===== config.mk =====
export PLATFORM = sky130hd
export DESIGN_NAME = itlb_lru_track
export DESIGN_NICKNAME = d
export VERILOG_FILES = /design/src/rtl/itlb_lru_pkg.sv /design/src/rtl/itlb_lru_victim.sv /design/src/rtl/itlb_lru_ctrl.sv /design/src/rtl/itlb_lru_dpath.sv /design/src/rtl/itlb_lru_track.sv
export SDC_FILE = /design/constraint.sdc
export NUM_CORES = 1
export LEC_CHECK = 0
export BUFFER_PORTS_ARGS = -buffer_cell sky130_fd_sc_hd__buf_4
export CAP_MARGIN = 15
export CORE_AREA = 2 2 39 41
export CTS_BUF_LIST = sky130_fd_sc_hd__clkbuf_8
export DETAILED_ROUTE_END_ITERATION = 10
export DIE_AREA = 0 0 41 43
export PLACE_DENSITY = 0.58
export SLEW_MARGIN = 20
export SYNTH_ARGS = -nofsm -noshare
export SYNTH_HDL_FRONTEND = slang
export SYNTH_HIERARCHICAL = 1
export SYNTH_SLANG_ARGS = --single-unit

===== constraint.sdc =====
create_clock -name clk -period 3 [get_ports clk]
set_input_delay 0.15 -clock clk [delete_from_list [all_inputs] [get_ports clk]]
set_output_delay 0.15 -clock clk [all_outputs]
set_load 0.03 [all_outputs]

===== src/rtl/itlb_lru_pkg.sv =====
package itlb_lru_pkg;
  localparam int NUM_WAYS = 4;
  localparam int IDX_W    = $clog2(NUM_WAYS);
  localparam int CODE_W   = NUM_WAYS * (NUM_WAYS - 1) / 2;

  typedef logic [CODE_W-1:0] code_t;
  typedef logic [IDX_W-1:0]  idx_t;

  // strobes from control to datapath
  typedef struct packed {
    logic doWrite;
    logic doUse;
    idx_t useIdx;
  } lru_strobe_t;

  // bits that a way's pattern examines (also the bits its use rewrites)
  function automatic code_t wayCare(input int w);
    case (w)
      0:       return 6'b111000;
      1:       return 6'b100110;
      2:       return 6'b010101;
      default: return 6'b001011;
    endcase
  endfunction

  // values those bits must hold for the way to be the oldest
  function automatic code_t wayOld(input int w);
    case (w)
      0:       return 6'b111000;
      1:       return 6'b000110;
      2:       return 6'b000001;
      default: return 6'b000000;
    endcase
  endfunction

  // a use drives the examined bits to the opposite of the "oldest" values
  function automatic code_t wayNew(input int w);
    return wayCare(w) & ~wayOld(w);
  endfunction
endpackage


===== src/rtl/itlb_lru_victim.sv =====
module itlb_lru_victim
  import itlb_lru_pkg::*;
(
  input  logic  clk,
  input  logic  rstN,
  input  code_t code,
  output idx_t  victim,
  output logic  noMatch
);
  logic [NUM_WAYS-1:0] matchVec;

  for (genvar w = 0; w < NUM_WAYS; w++) begin : g_match
    assign matchVec[w] = ((code & wayCare(w)) == wayOld(w));
  end

  // fixed order: lowest way wins
  always_comb begin
    victim  = '0;
    noMatch = 1'b1;
    for (int w = NUM_WAYS - 1; w >= 0; w--) begin
      if (matchVec[w]) begin
        victim  = idx_t'(w);
        noMatch = 1'b0;
      end
    end
  end

  // each pair of ways disagrees on one bit, so patterns never overlap
  match_excl_chk: assert property (@(posedge clk) disable iff (!rstN)
    $onehot0(matchVec));


  err_zero_chk: assert property (@(posedge clk) disable iff (!rstN)
    noMatch |-> (victim == '0));
endmodule


===== src/rtl/itlb_lru_ctrl.sv =====
module itlb_lru_ctrl
  import itlb_lru_pkg::*;
(
  input  logic        clk,
  input  logic        rstN,
  input  logic        hitValid,
  input  idx_t        hitIdx,
  input  logic        refillReq,
  input  logic        codeWrEn,
  input  idx_t        victim,
  output lru_strobe_t strobe
);
  always_comb begin
    strobe.doWrite = codeWrEn;
    strobe.doUse   = !codeWrEn && (refillReq || hitValid);
    strobe.useIdx  = refillReq ? victim : hitIdx;
  end


  wr_excl_chk: assert property (@(posedge clk) disable iff (!rstN)
    !(strobe.doWrite && strobe.doUse));
endmodule


===== src/rtl/itlb_lru_dpath.sv =====
module itlb_lru_dpath
  import itlb_lru_pkg::*;
(
  input  logic        clk,
  input  logic        rstN,
  input  lru_strobe_t strobe,
  input  code_t       wrData,
  output code_t       code
);
  code_t usedCode [NUM_WAYS];
  code_t codeNext;

  for (genvar w = 0; w < NUM_WAYS; w++) begin : g_use
    assign usedCode[w] = (code & ~wayCare(w)) | wayNew(w);
  end

  always_comb begin
    codeNext = code;
    if (strobe.doWrite)     codeNext = wrData;
    else if (strobe.doUse)  codeNext = usedCode[strobe.useIdx];
  end

  always_ff @(posedge clk or negedge rstN) begin
    if (!rstN) code <= '0;
    else       code <= codeNext;
  end


  hold_chk: assert property (@(posedge clk) disable iff (!rstN)
    (!strobe.doWrite && !strobe.doUse) |=> $stable(code));
endmodule


===== src/rtl/itlb_lru_track.sv =====
module itlb_lru_track
  import itlb_lru_pkg::*;
(
  input  logic       clk,
  input  logic       rstN,
  input  logic       hitValid,
  input  logic [1:0] hitIdx,
  input  logic       refillReq,
  input  logic       codeWrEn,
  input  logic [5:0] codeWrData,
  output logic [5:0] lruCode,
  output logic [1:0] victimIdx,
  output logic       lruErr
);
  lru_strobe_t strobe;

  itlb_lru_victim u_victim (
    .clk(clk), .rstN(rstN), .code(lruCode), .victim(victimIdx), .noMatch(lruErr)
  );

  itlb_lru_ctrl u_ctrl (
    .clk(clk), .rstN(rstN), .hitValid(hitValid), .hitIdx(hitIdx),
    .refillReq(refillReq), .codeWrEn(codeWrEn), .victim(victimIdx), .strobe(strobe)
  );

  itlb_lru_dpath u_dpath (
    .clk(clk), .rstN(rstN), .strobe(strobe), .wrData(codeWrData), .code(lruCode)
  );


  wr_load_chk: assert property (@(posedge clk) disable iff (!rstN)
    codeWrEn |=> (lruCode == $past(codeWrData)));


  use0_chk: assert property (@(posedge clk) disable iff (!rstN)
    (hitValid && hitIdx == 2'd0 && !refillReq && !codeWrEn) |=>
      (lruCode[5:3] == 3'b000 && lruCode[2:0] == $past(lruCode[2:0])));


  use3_chk: assert property (@(posedge clk) disable iff (!rstN)
    (hitValid && hitIdx == 2'd3 && !refillReq && !codeWrEn) |=>
      (lruCode[3] && lruCode[1] && lruCode[0]));

  // a refilled way is never the next victim
  refill_move_chk: assert property (@(posedge clk) disable iff (!rstN)
    (refillReq && !codeWrEn && !lruErr) |=> (victimIdx != $past(victimIdx)));
endmodule


# ---- Word level (Yosys, flattened, before mapping)
# Cells that the tools add are included.
dict set report totals {
  register_bits 6
  latchBits 0
  ramBits 0
  mem_bits_ro 0
  input_bits 13
  output_inout_bits 9
  n_memories 0
}
dict set report classes {
  add_sub_neg 0
  multipliers 0
  n_div 0
  n_lt_le_gt_ge 1
  eq_ne 3
  shift 0
  muxes 14
  n_bitwise 1
  n_reduce_logical 5
}
# operator count
set ops {}
lappend ops {{2-to-1 mux 6 bit} 4}
lappend ops {{binary-select mux 6 bit (select 2 bit)} 1}
lappend ops {{2-to-1 mux 2 bit} 5}
lappend ops {{logical NOT 6 bit} 1}
lappend ops {{2-to-1 mux 1 bit} 4}
lappend ops {{== test 3 x 1 -> 1 bit, second input constant} 1}
lappend ops {{== test 3 x 2 -> 1 bit, second input constant} 1}
lappend ops {{== test 3 bit, second input constant} 1}
lappend ops {{>= comparator 3 bit, second input constant} 1}
lappend ops {{NOT 2 -> 3 bit} 1}
lappend ops {{nonzero test 2 bit} 1}
lappend ops {{logical AND 1 bit} 1}
lappend ops {{logical NOT 1 bit} 1}
lappend ops {{logical OR 1 bit} 1}

# ---- Longest topological paths before layout
# Gate-level depths: netlist of the first run.
dict set report logic_depth {
  word_depth 12
  ltp_mapped 7
  depth_no_buf 7
}

# ---- Modules after synthesis
# Netlist of the first run, hierarchy kept.
# module instances cells_each area_each_um2 seq_area_each_um2
set modules_own_cells {}
lappend modules_own_cells {itlb_lru_dpath 1 32 310.3 150.1}
lappend modules_own_cells {itlb_lru_victim 1 8 51.3 0.0}
lappend modules_own_cells {itlb_lru_ctrl 1 4 40.0 0.0}

# ---- Worst setup path after synthesis of the first run
# No wires, ideal clock.
dict set report synth_timing {
  path_type {register -> register}
  startpoint {register u_dpath.code[1]}
  endpoint {register u_dpath.code[5]}
  setup_time_ns 0.132
  arrival_ns 1.823
  required_ns 2.868
  setup_slack_ns 1.045
  stages_incl_launch_ff 7
  path_buffers 0
  period_less_slack_ns 1.955
  path_cell_list {dfrtp_1 -> or3_4 -> nand2_1 -> mux2_2 -> nand2b_2 -> mux2i_1 -> o21ai_1}
}
# item line_no
set synth_rtl {}
lappend synth_rtl {{start: declaration} itlb_lru_dpath.sv:8} ;# output code_t code
lappend synth_rtl {{start signal: assignment} itlb_lru_dpath.sv:25} ;# else code <= codeNext;

==> results.sh, run 1 <==
export IMPL_wl_per_cell_um=11.22
export IMPL_worst_ep_arrival_time_ps=1800
export IMPL_placementRows=14
export IMPL_ios=22
export IMPL_fill_cells=141
export IMPL_power_leakage_nw=0.2985
export IMPL_first_iter_violations=6
export IMPL_wl_um=931
export IMPL_hp_class="in2reg"
export IMPL_synth_distinct_cells=20
export IMPL_tns_ps=0
export IMPL_final_cell_mix="buf_4 (21), nand2_1 (11), dfrtp_1 (6)"
export IMPL_cp_end_kind="flip-flop"
export IMPL_ys_ff_latch=6
export IMPL_finalSetupViolCount=0
export IMPL_core_area_sq_um=1384
export IMPL_fin_crit_ps=1678
export IMPL_r2r_slack_ps=1320
export IMPL_avgViaCountPerCell=4.675
export IMPL_cp_required_ps=3120
export IMPL_synth_warnings=6
export IMPL_clk_insertion_delay_late_ps=220
export IMPL_antenna_found_initial=0
export IMPL_routabilityCongestion=0.6643
export IMPL_place_area_sq_um=568.0
export IMPL_synthesis_nets=57
export IMPL_regMostFlops="u_dpath/code"
export IMPL_powerDensity_nw_per_um2=577.5
export IMPL_syn2layout_area_growth_pct=54.21
export IMPL_drc=0
export IMPL_synth_top_area_cell="dfrtp_1"
export IMPL_cp_buffers_inverters=0
export IMPL_path_cells="or3_4, nand2_1, mux2_2, nand2b_2, a21boi_2, o31ai_2"
export IMPL_cts_sinks=6
export IMPL_grt_start_max_net_pins=14
export IMPL_cap_violations=0
export IMPL_final_setup_skew_ps=1.015
export IMPL_cts_tree="done"
export IMPL_numCtsBuffers=3
export IMPL_crit_family="simple AND/OR/NAND/NOR gates"
export IMPL_start_util=0.2902
export IMPL_switchingPower_uw=121.1
export IMPL_finalInstanceArea_sq_um=619.3
export IMPL_maxSlewHeadroom=0.8720
export IMPL_clk_pin_slew_ps=30
export IMPL_outcome="complete, no violations"
export IMPL_seqPwrFrac=0.289
export IMPL_ys_seq_area_frac=0.3738
export IMPL_worstMarginPinSlew_ps=190.8
export IMPL_cp_max_fo=6
export IMPL_rsz0062_at_grt="no"
export IMPL_clock_root_buffer="clkbuf_8"
export IMPL_cp_start_kind="flip-flop"
export IMPL_critPathMaxStageDelay_ps=400
export IMPL_drive_gt1_frac=0.5224
export IMPL_synth_area_per_cell_sq_um=9.128
export IMPL_netlist_area_leader_share=0.3738
export IMPL_crit_slowest_cell="dfrtp_1"
export IMPL_die_area_sq_um=1763
export IMPL_sw_frac_of_total=0.3386
export IMPL_grt_pass1_vias=392
export IMPL_max_freq_ghz=0.5959
export IMPL_fin_crit_sh=0.5594
export IMPL_die_w_um=41
export IMPL_power_frac_comb=0.379
export IMPL_mostFrequentLayoutCell="buf_4"
export IMPL_track_usage=0.1345
export IMPL_cts_buffer_depth=2
export IMPL_fin_nets=82
export IMPL_diodes=0
export IMPL_vdd_drop_max_uv=205.0
export IMPL_syn_area_sq_um=401.6
export IMPL_synthCells=44
export IMPL_io_buffer_count=21
export IMPL_vias=388
export IMPL_cts_setup_buffers=0
export IMPL_htree_levels=1
export IMPL_fp_dieH_um=43
export IMPL_setup_worst_path_class="reg2reg"
export IMPL_hold_viol=0
export IMPL_grt_overflow=0
export IMPL_p_int_uw=236.5
export IMPL_largest_reg_flops=6
export IMPL_reg_top3="u_dpath/code x6"
export IMPL_antenna_left=0
export IMPL_grt_pass1_wl_mm=1.524
export IMPL_hpwl_um=784
export IMPL_first_pass_iters=3
export IMPL_clkPwrFrac=0.331
export IMPL_slew_violations=0
export IMPL_synth_area_leaders="dfrtp_1 (37%), nand2_1 (10%), o31ai_2 (6.2%)"
-- final timing paths --
path,from,endpoint,depth (start not counted)
max,u_dpath/code[1],u_dpath/code[2],6
min,codeWrData[5],u_dpath/code[5],3
max reg2reg,u_dpath/code[1],u_dpath/code[2],6
min reg2reg,u_dpath/code[1],u_dpath/code[1],2
max in group asynchronous,rstN,u_dpath/code[4],2
min in group asynchronous,rstN,u_dpath/code[5],2
-- worst min-delay path: stages --
cell,delay (ps)
buf_4,70
nand2_1,40
o21ai_1,50
-- power groups by stage --
stage	clock network (mW)	registers, mW	logic, mW
floorplan	0	0.121	0.0692
finish	0.119	0.103	0.136
detailed placement	0	0.105	0.136
CTS	0.124	0.103	0.137
global route	0.128	0.105	0.148
global placement	0	0.104	0.137
-- kinds of logic (layout without fill, tap and decap cells) --
family,after synthesis,after routing,synth area share
flip-flops,6,6,0.3738
multiplexers,4,4,0.1059
AND/OR/NAND/NOR,17,17,0.2087
AO/OA/AOI/OAI,15,15,0.2835
buffers and inverters,2,25,0.02804
-- final cells by class --
class / count / area [sq um] / area share
multi-input cells: 36 / 240.2 / 0.3879
repair buffers: 22 / 167.7 / 0.2707
flip-flops and latches: 6 / 150.1 / 0.2424
clock buffers: 3 / 41.29 / 0.06667
well taps: 16 / 20.02 / 0.03232
-- metrics by stage --
| stage | cells | total power, mW | setup WS (ps) | hold slack (ps) | util |
|---|---|---|---|---|---|
| after floorplan | 44 | 0.1902 | 1045 | -145.6 | - |
| after global placement | 79 | 0.2408 | 1330 | -39.71 | 0.4105 |
| after detailed placement | 79 | 0.2409 | 1325 | -37.09 | 0.4105 |
| after CTS | 83 | 0.3645 | 1319 | 137.2 | 0.4476 |
| after global routing | 83 | 0.3808 | 1224 | 151.9 | 0.4476 |
| final | 83 | 0.3577 | 1322 | 137.4 | 0.4476 |
-- synthesized netlist by cell type --
cell type and count:
a21boi_2 1, a21oi_1 4, a21oi_2 1, a32o_1 1
and3_1 1, buf_4 1, clkbuf_1 1, dfrtp_1 6
mux2_2 2, mux2i_1 2, nand2_1 11, nand2b_1 1
nand2b_2 1, nor2_1 1, nor2_2 1, o21ai_1 4
o21ai_2 1, o21ba_2 1, o31ai_2 2, or3_4 1
-- layer usage --
layer | part of all wire | track usage | vias up
met5 | 0 | 0 | -
met4 | 0 | 0.1000 | 0
met3 | 0.082 | 0.04712 | 0
met2 | 0.51 | 0.2094 | 14
met1 | 0.41 | 0.1382 | 172
li1 | - | - | 202
-- repair_timing --
item | CTS | global route
hold buffers | 1 | 0
setup endpoints to repair | 0 | 0
gates resized for setup | 0 | 0
hold endpoints to repair | 6 | 0
No activity file was read; power rests on OpenSTA's default activity.
==> run 2, diff against run 1 <==
==> constraint.sdc (replaced) <==
create_clock -name clk -period 1.7 [get_ports clk]
set_input_delay 0.085 -clock clk [delete_from_list [all_inputs] [get_ports clk]]
set_output_delay 0.085 -clock clk [all_outputs]
set_load 0.03 [all_outputs]
==> run 2 against run 1 <==
Net effect:
- worst setup slack worse by 1300 ps
- register-to-register slack worse by 1300 ps
- highest routed layer unchanged
- largest cell class unchanged
- combinational power up 110%
==> results.sh, run 2 (synthesis gave the netlist of run 1 again) <==
export IMPL_outcome="complete, no violations"
export IMPL_rr_worst_depth=6
export IMPL_ios=22
export IMPL_core_area_sq_um=1384
export IMPL_antenna_found_initial=0
export IMPL_final_setup_skew_ps=4.970
export IMPL_cap_violations=0
export IMPL_placementRows=14
export IMPL_cts_buffer_depth=2
export IMPL_avgViaCountPerCell=4.885
export IMPL_p_int_uw=444.6
export IMPL_holdWs_ps=69.00
export IMPL_start_util=0.2902
export IMPL_drive_gt1_frac=0.5915
export IMPL_utilization=0.4892
export IMPL_power_frac_comb=0.409
export IMPL_io_buffer_count=21
export IMPL_grt_overflow=0
export IMPL_syn2layout_area_growth_pct=68.54
export IMPL_max_freq_ghz=0.6118
export IMPL_switchingPower_uw=242.3
export IMPL_fin_crit_sh=0.9616
export IMPL_fp_dieH_um=43
export IMPL_drc=0
export IMPL_track_usage=0.1486
export IMPL_hp_class="in2reg"
export IMPL_instances_no_fill=87
export IMPL_cts_tree="done"
export IMPL_hpwl_um=877.5
export IMPL_final_cell_mix="buf_4 (24), nand2_1 (10), o21ai_1 (4), a21oi_1 (4)"
export IMPL_vdd_drop_max_uv=437.6
export IMPL_first_pass_iters=4
export IMPL_grt_pass1_vias=381
export IMPL_mostFrequentLayoutCell="buf_4"
export IMPL_maxSlewHeadroom=0.8518
export IMPL_clkPwrFrac=0.326
export IMPL_reg_top3="u_dpath/code x6"
export IMPL_power_leakage_nw=0.3303
export IMPL_fin_crit_ps=1635
export IMPL_routabilityCongestion=0.6862
export IMPL_grt_pass1_wl_mm=1.731
export IMPL_htree_levels=1
export IMPL_hold_viol=0
export IMPL_die_area_sq_um=1763
export IMPL_diodes=0
export IMPL_sw_frac_of_total=0.3527
export IMPL_seqPwrFrac=0.265
export IMPL_clock_root_buffer="clkbuf_8"
export IMPL_largest_reg_flops=6
export IMPL_wl_mm=1.164
export IMPL_place_inst=81
export IMPL_slew_violations=0
export IMPL_grt_start_max_net_pins=14
export IMPL_vias=425
export IMPL_setup_worst_path_class="reg2reg"
export IMPL_die_w_um=41
export IMPL_finalSetupViolCount=0
export IMPL_numCtsBuffers=3
export IMPL_antenna_left=0
export IMPL_cp_required_ps=1800
export IMPL_clk_pin_slew_ps=40
export IMPL_rsz0062_at_grt="no"
export IMPL_powerDensity_nw_per_um2=1015
export IMPL_fin_nets=85
export IMPL_fill_cells=130
export IMPL_worst_ep_arrival_time_ps=1740
export IMPL_first_iter_violations=3
export IMPL_wl_per_cell_um=13.38
export IMPL_worstMarginPinSlew_ps=222.3
export IMPL_whs_path_depth=3
export IMPL_cp_max_fo=6
export IMPL_cp_start_kind="flip-flop"
export IMPL_regMostFlops="u_dpath/code"
export IMPL_clk_insertion_delay_late_ps=230
export IMPL_cp_end_kind="flip-flop"
export IMPL_cts_sinks=6
run 2: changes by cell type in the layout (fill, tap and decap cells not counted), sizes merged:
cell,delta
buf,+3
inv,+1
run 2: critical path, cell delays in order, from the launching register on:
cell      delay, ps
dfrtp_2         410
or3_4           430
nand2_4          80
mux2_4          180
nand2b_4        150
mux2i_1         190
o21ai_1          70
run 2: path summary, 6_finish.rpt:
| kind | slack (ps) | endpoint | startpoint |
|---|---|---|---|
| max | 70 | u_dpath/code[5] | u_dpath/code[1] |
| min | 70 | u_dpath/code[4] | codeWrData[4] |
| max reg2reg | 70 | u_dpath/code[5] | u_dpath/code[1] |
| min reg2reg | 580 | u_dpath/code[1] | u_dpath/code[1] |
| max in group asynchronous | 1340 | u_dpath/code[3] | rstN |
| min in group asynchronous | 220 | u_dpath/code[0] | rstN |
run 2: final cells by class:
cell class,instances,area [sq um],share of cell area
tap,16,20.02,0.02957
sequential,6,153.9,0.2274
clock inverter,1,3.754,0.005545
timing repair buffer,25,190.2,0.2810
multi-input combinational,36,267.8,0.3956
clock buffer,3,41.29,0.06100
run 2: what timing repair did:
item / CTS / global route
resized for setup: 0 / 1
setup buffers: 0 / 1
hold buffers: 1 / 0
setup endpoints to repair: 0 / 2
hold endpoints to repair: 6 / 0
run 2: routing by layer:
metal	vias up	part of all wire	global-route usage
met5	-	0	0
li1	210	-	-
met3	0	0.057	0.03665
met1	200	0.41	0.1908
met4	0	0	0.1000
met2	15	0.53	0.2094
run 2: power by group through the flow:
stage	combinational (mW)	sequential, mW	clock (mW)
4_1_cts	0.273	0.182	0.229
3_3_place_gp	0.270	0.183	0
2_1_floorplan	0.136	0.216	0
6_report	0.281	0.182	0.224
3_5_place_dp	0.270	0.183	0
5_1_grt	0.301	0.184	0.230
run 2: stage by stage:
stage	setup TNS, ps	setup WS [ps]	power, mW	area, sq um
2_1_floorplan	-160.3	-63.64	0.3527	427.9
3_3_place_gp	0	64.05	0.4524	609.3
3_5_place_dp	0	47.83	0.4534	609.3
4_1_cts	0	34.37	0.6838	664.4
5_1_grt	0	12.85	0.7156	676.9
6_report	0	65.36	0.6869	676.9
==> run 3, diff against run 2 <==
--- a/config.mk
+++ b/config.mk
@@ -12,7 +12,7 @@
 export DETAILED_ROUTE_END_ITERATION = 10
 export DIE_AREA = 0 0 41 43
 export PLACE_DENSITY = 0.58
-export SLEW_MARGIN = 20
+export SETUP_SLACK_MARGIN = 0.5
 export SYNTH_ARGS = -nofsm -noshare
 export SYNTH_HDL_FRONTEND = slang
 export SYNTH_HIERARCHICAL = 1
==> run 3 against run 2 <==
Net effect:
- core utilization is 6.7 points higher
- critical path type unchanged
- first-iteration DRC count is 67% higher
- die area stayed put
- sequential power hardly changed
- critical endpoint unchanged
==> results.sh, run 3 (synthesis gave the netlist of run 1 again) <==
export IMPL_pre_cts_slack_ps=47.83
export IMPL_critPathMaxStageDelay_ps=420
export IMPL_crit_family="simple AND/OR/NAND/NOR gates"
export IMPL_fill_cells=114
export IMPL_mostFrequentLayoutCell="buf_4"
export IMPL_cp_end_kind="flip-flop"
export IMPL_hpwl_um=877.5
export IMPL_cp_max_fo=5
export IMPL_syn2layout_area_growth_pct=91.59
export IMPL_tns_ps=0
export IMPL_first_pass_iters=4
export IMPL_finalSetupViolCount=0
export IMPL_die_area_sq_um=1763
export IMPL_cp_buffers_inverters=0
export IMPL_die_w_um=41
export IMPL_cts_sinks=6
export IMPL_outcome="complete, no violations"
export IMPL_maxSlewHeadroom=0.8437
export IMPL_fin_nets=91
export IMPL_vias=460
export IMPL_numCtsBuffers=3
export IMPL_io_buffer_count=21
export IMPL_drc=0
export IMPL_final_cell_mix="buf_4 (25), nand2_1 (10), buf_6 (4), o21ai_1 (4)"
export IMPL_worstMarginPinSlew_ps=234.5
export IMPL_hold_viol=0
export IMPL_placementRows=14
export IMPL_track_usage=0.1648
export IMPL_fin_crit_sh=0.9517
export IMPL_vdd_drop_max_uv=433.2
export IMPL_fin_crit_ps=1618
export IMPL_clk_pin_slew_ps=40
export IMPL_max_freq_ghz=0.6181
export IMPL_grt_start_max_net_pins=14
export IMPL_grt_pass1_wl_mm=1.925
export IMPL_cts_buffer_depth=2
export IMPL_final_setup_skew_ps=5.102
export IMPL_drive_gt1_frac=0.6753
export IMPL_htree_levels=1
export IMPL_crit_slowest_cell="dfrtp_2"
export IMPL_fp_dieH_um=43
export IMPL_path_cells="or3_4, nand2_4, mux2_4, nand2b_4, mux2i_1, o21ai_1"
export IMPL_wl_per_cell_um=13.45
export IMPL_worst_ep_arrival_time_ps=1720
export IMPL_slew_violations=0
export IMPL_hp_class="in2reg"
export IMPL_reg_top3="u_dpath/code x6"
export IMPL_largest_reg_flops=6
export IMPL_first_iter_violations=5
export IMPL_clock_root_buffer="clkbuf_8"
export IMPL_cp_start_kind="flip-flop"
export IMPL_grt_overflow=0
export IMPL_start_util=0.2902
export IMPL_setup_worst_path_class="reg2reg"
export IMPL_clk_insertion_delay_late_ps=230
export IMPL_regMostFlops="u_dpath/code"
export IMPL_powerDensity_nw_per_um2=982.8
export IMPL_grt_pass1_vias=414
export IMPL_cap_violations=0
export IMPL_antenna_found_initial=0
export IMPL_power_leakage_nw=0.3729
export IMPL_wl_mm=1.251
export IMPL_antenna_left=0
export IMPL_diodes=0
export IMPL_ios=22
export IMPL_cp_required_ps=1800
export IMPL_rsz0062_at_grt="yes"
export IMPL_cts_tree="done"
export IMPL_core_area_sq_um=1384
export IMPL_routabilityCongestion=0.6862
export IMPL_avgViaCountPerCell=4.946
export IMPL_layout_setup_ws_ps=82.04
run 3: cell count changes in the layout (fill, tap and decap cells not counted), sizes merged:
cell | before | now
buf | 24 | 30
run 3: metrics by stage:
step	hold WS [ps]	cell area [sq um]	std cells	power, mW	util
after detailed placement	-98.51	609.3	81	0.4534	0.4403
final	68.52	769.5	93	0.7562	0.5561
after CTS	69.10	749.5	92	0.7472	0.5416
after floorplan	-210.6	427.9	44	0.3527	-
after global placement	-100.2	609.3	81	0.4524	0.4403
after global routing	83.19	769.5	93	0.7880	0.5561
run 3: worst min-delay path, stage by stage:
cell and delay [ps]:
buf_4 80, nand2_1 40, o21ai_1 50
run 3: power by group:
| group | internal, mW | switching, mW | total, mW |
|---|---|---|---|
| sequential | 0.162 | 0.0210 | 0.183 |
| clock | 0.156 | 0.0672 | 0.223 |
| combinational | 0.180 | 0.170 | 0.351 |
run 3: what timing repair did:
action,4_1_cts,5_1_grt
setup endpoints to repair,9,9
pin swaps,5,3
resized for setup,6,3
hold buffers,1,0
hold endpoints to repair,6,0
buffers inserted,6,1
run 3: per-layer routing:
| layer | track usage | up-vias | part of all wire |
|---|---|---|---|
| met4 | 0.1000 | 0 | 0 |
| met5 | 0 | - | 0 |
| met1 | 0.2138 | 223 | 0.43 |
| met2 | 0.2375 | 15 | 0.51 |
| met3 | 0.03665 | 0 | 0.055 |
| li1 | - | 222 | - |
run 3: area by class of cell:
class / instances / area [sq um] / share of cell area
clock buffer: 3 / 41.29 / 0.05366
timing repair buffer: 31 / 262.8 / 0.3415
clock inverter: 1 / 3.754 / 0.004878
multi-input combinational: 36 / 287.8 / 0.3740
tap: 16 / 20.02 / 0.02602
sequential: 6 / 153.9 / 0.2000
run 3: path summary, 6_finish.rpt:
path,cells past startpoint,endpoint,startpoint,slack (ps)
min reg2reg,2,u_dpath/code[1],u_dpath/code[1],580
max in group asynchronous,2,u_dpath/code[3],rstN,1360
min in group asynchronous,2,u_dpath/code[0],rstN,210
max,6,u_dpath/code[5],u_dpath/code[1],80
max reg2reg,6,u_dpath/code[5],u_dpath/code[1],80
min,3,u_dpath/code[4],codeWrData[4],70
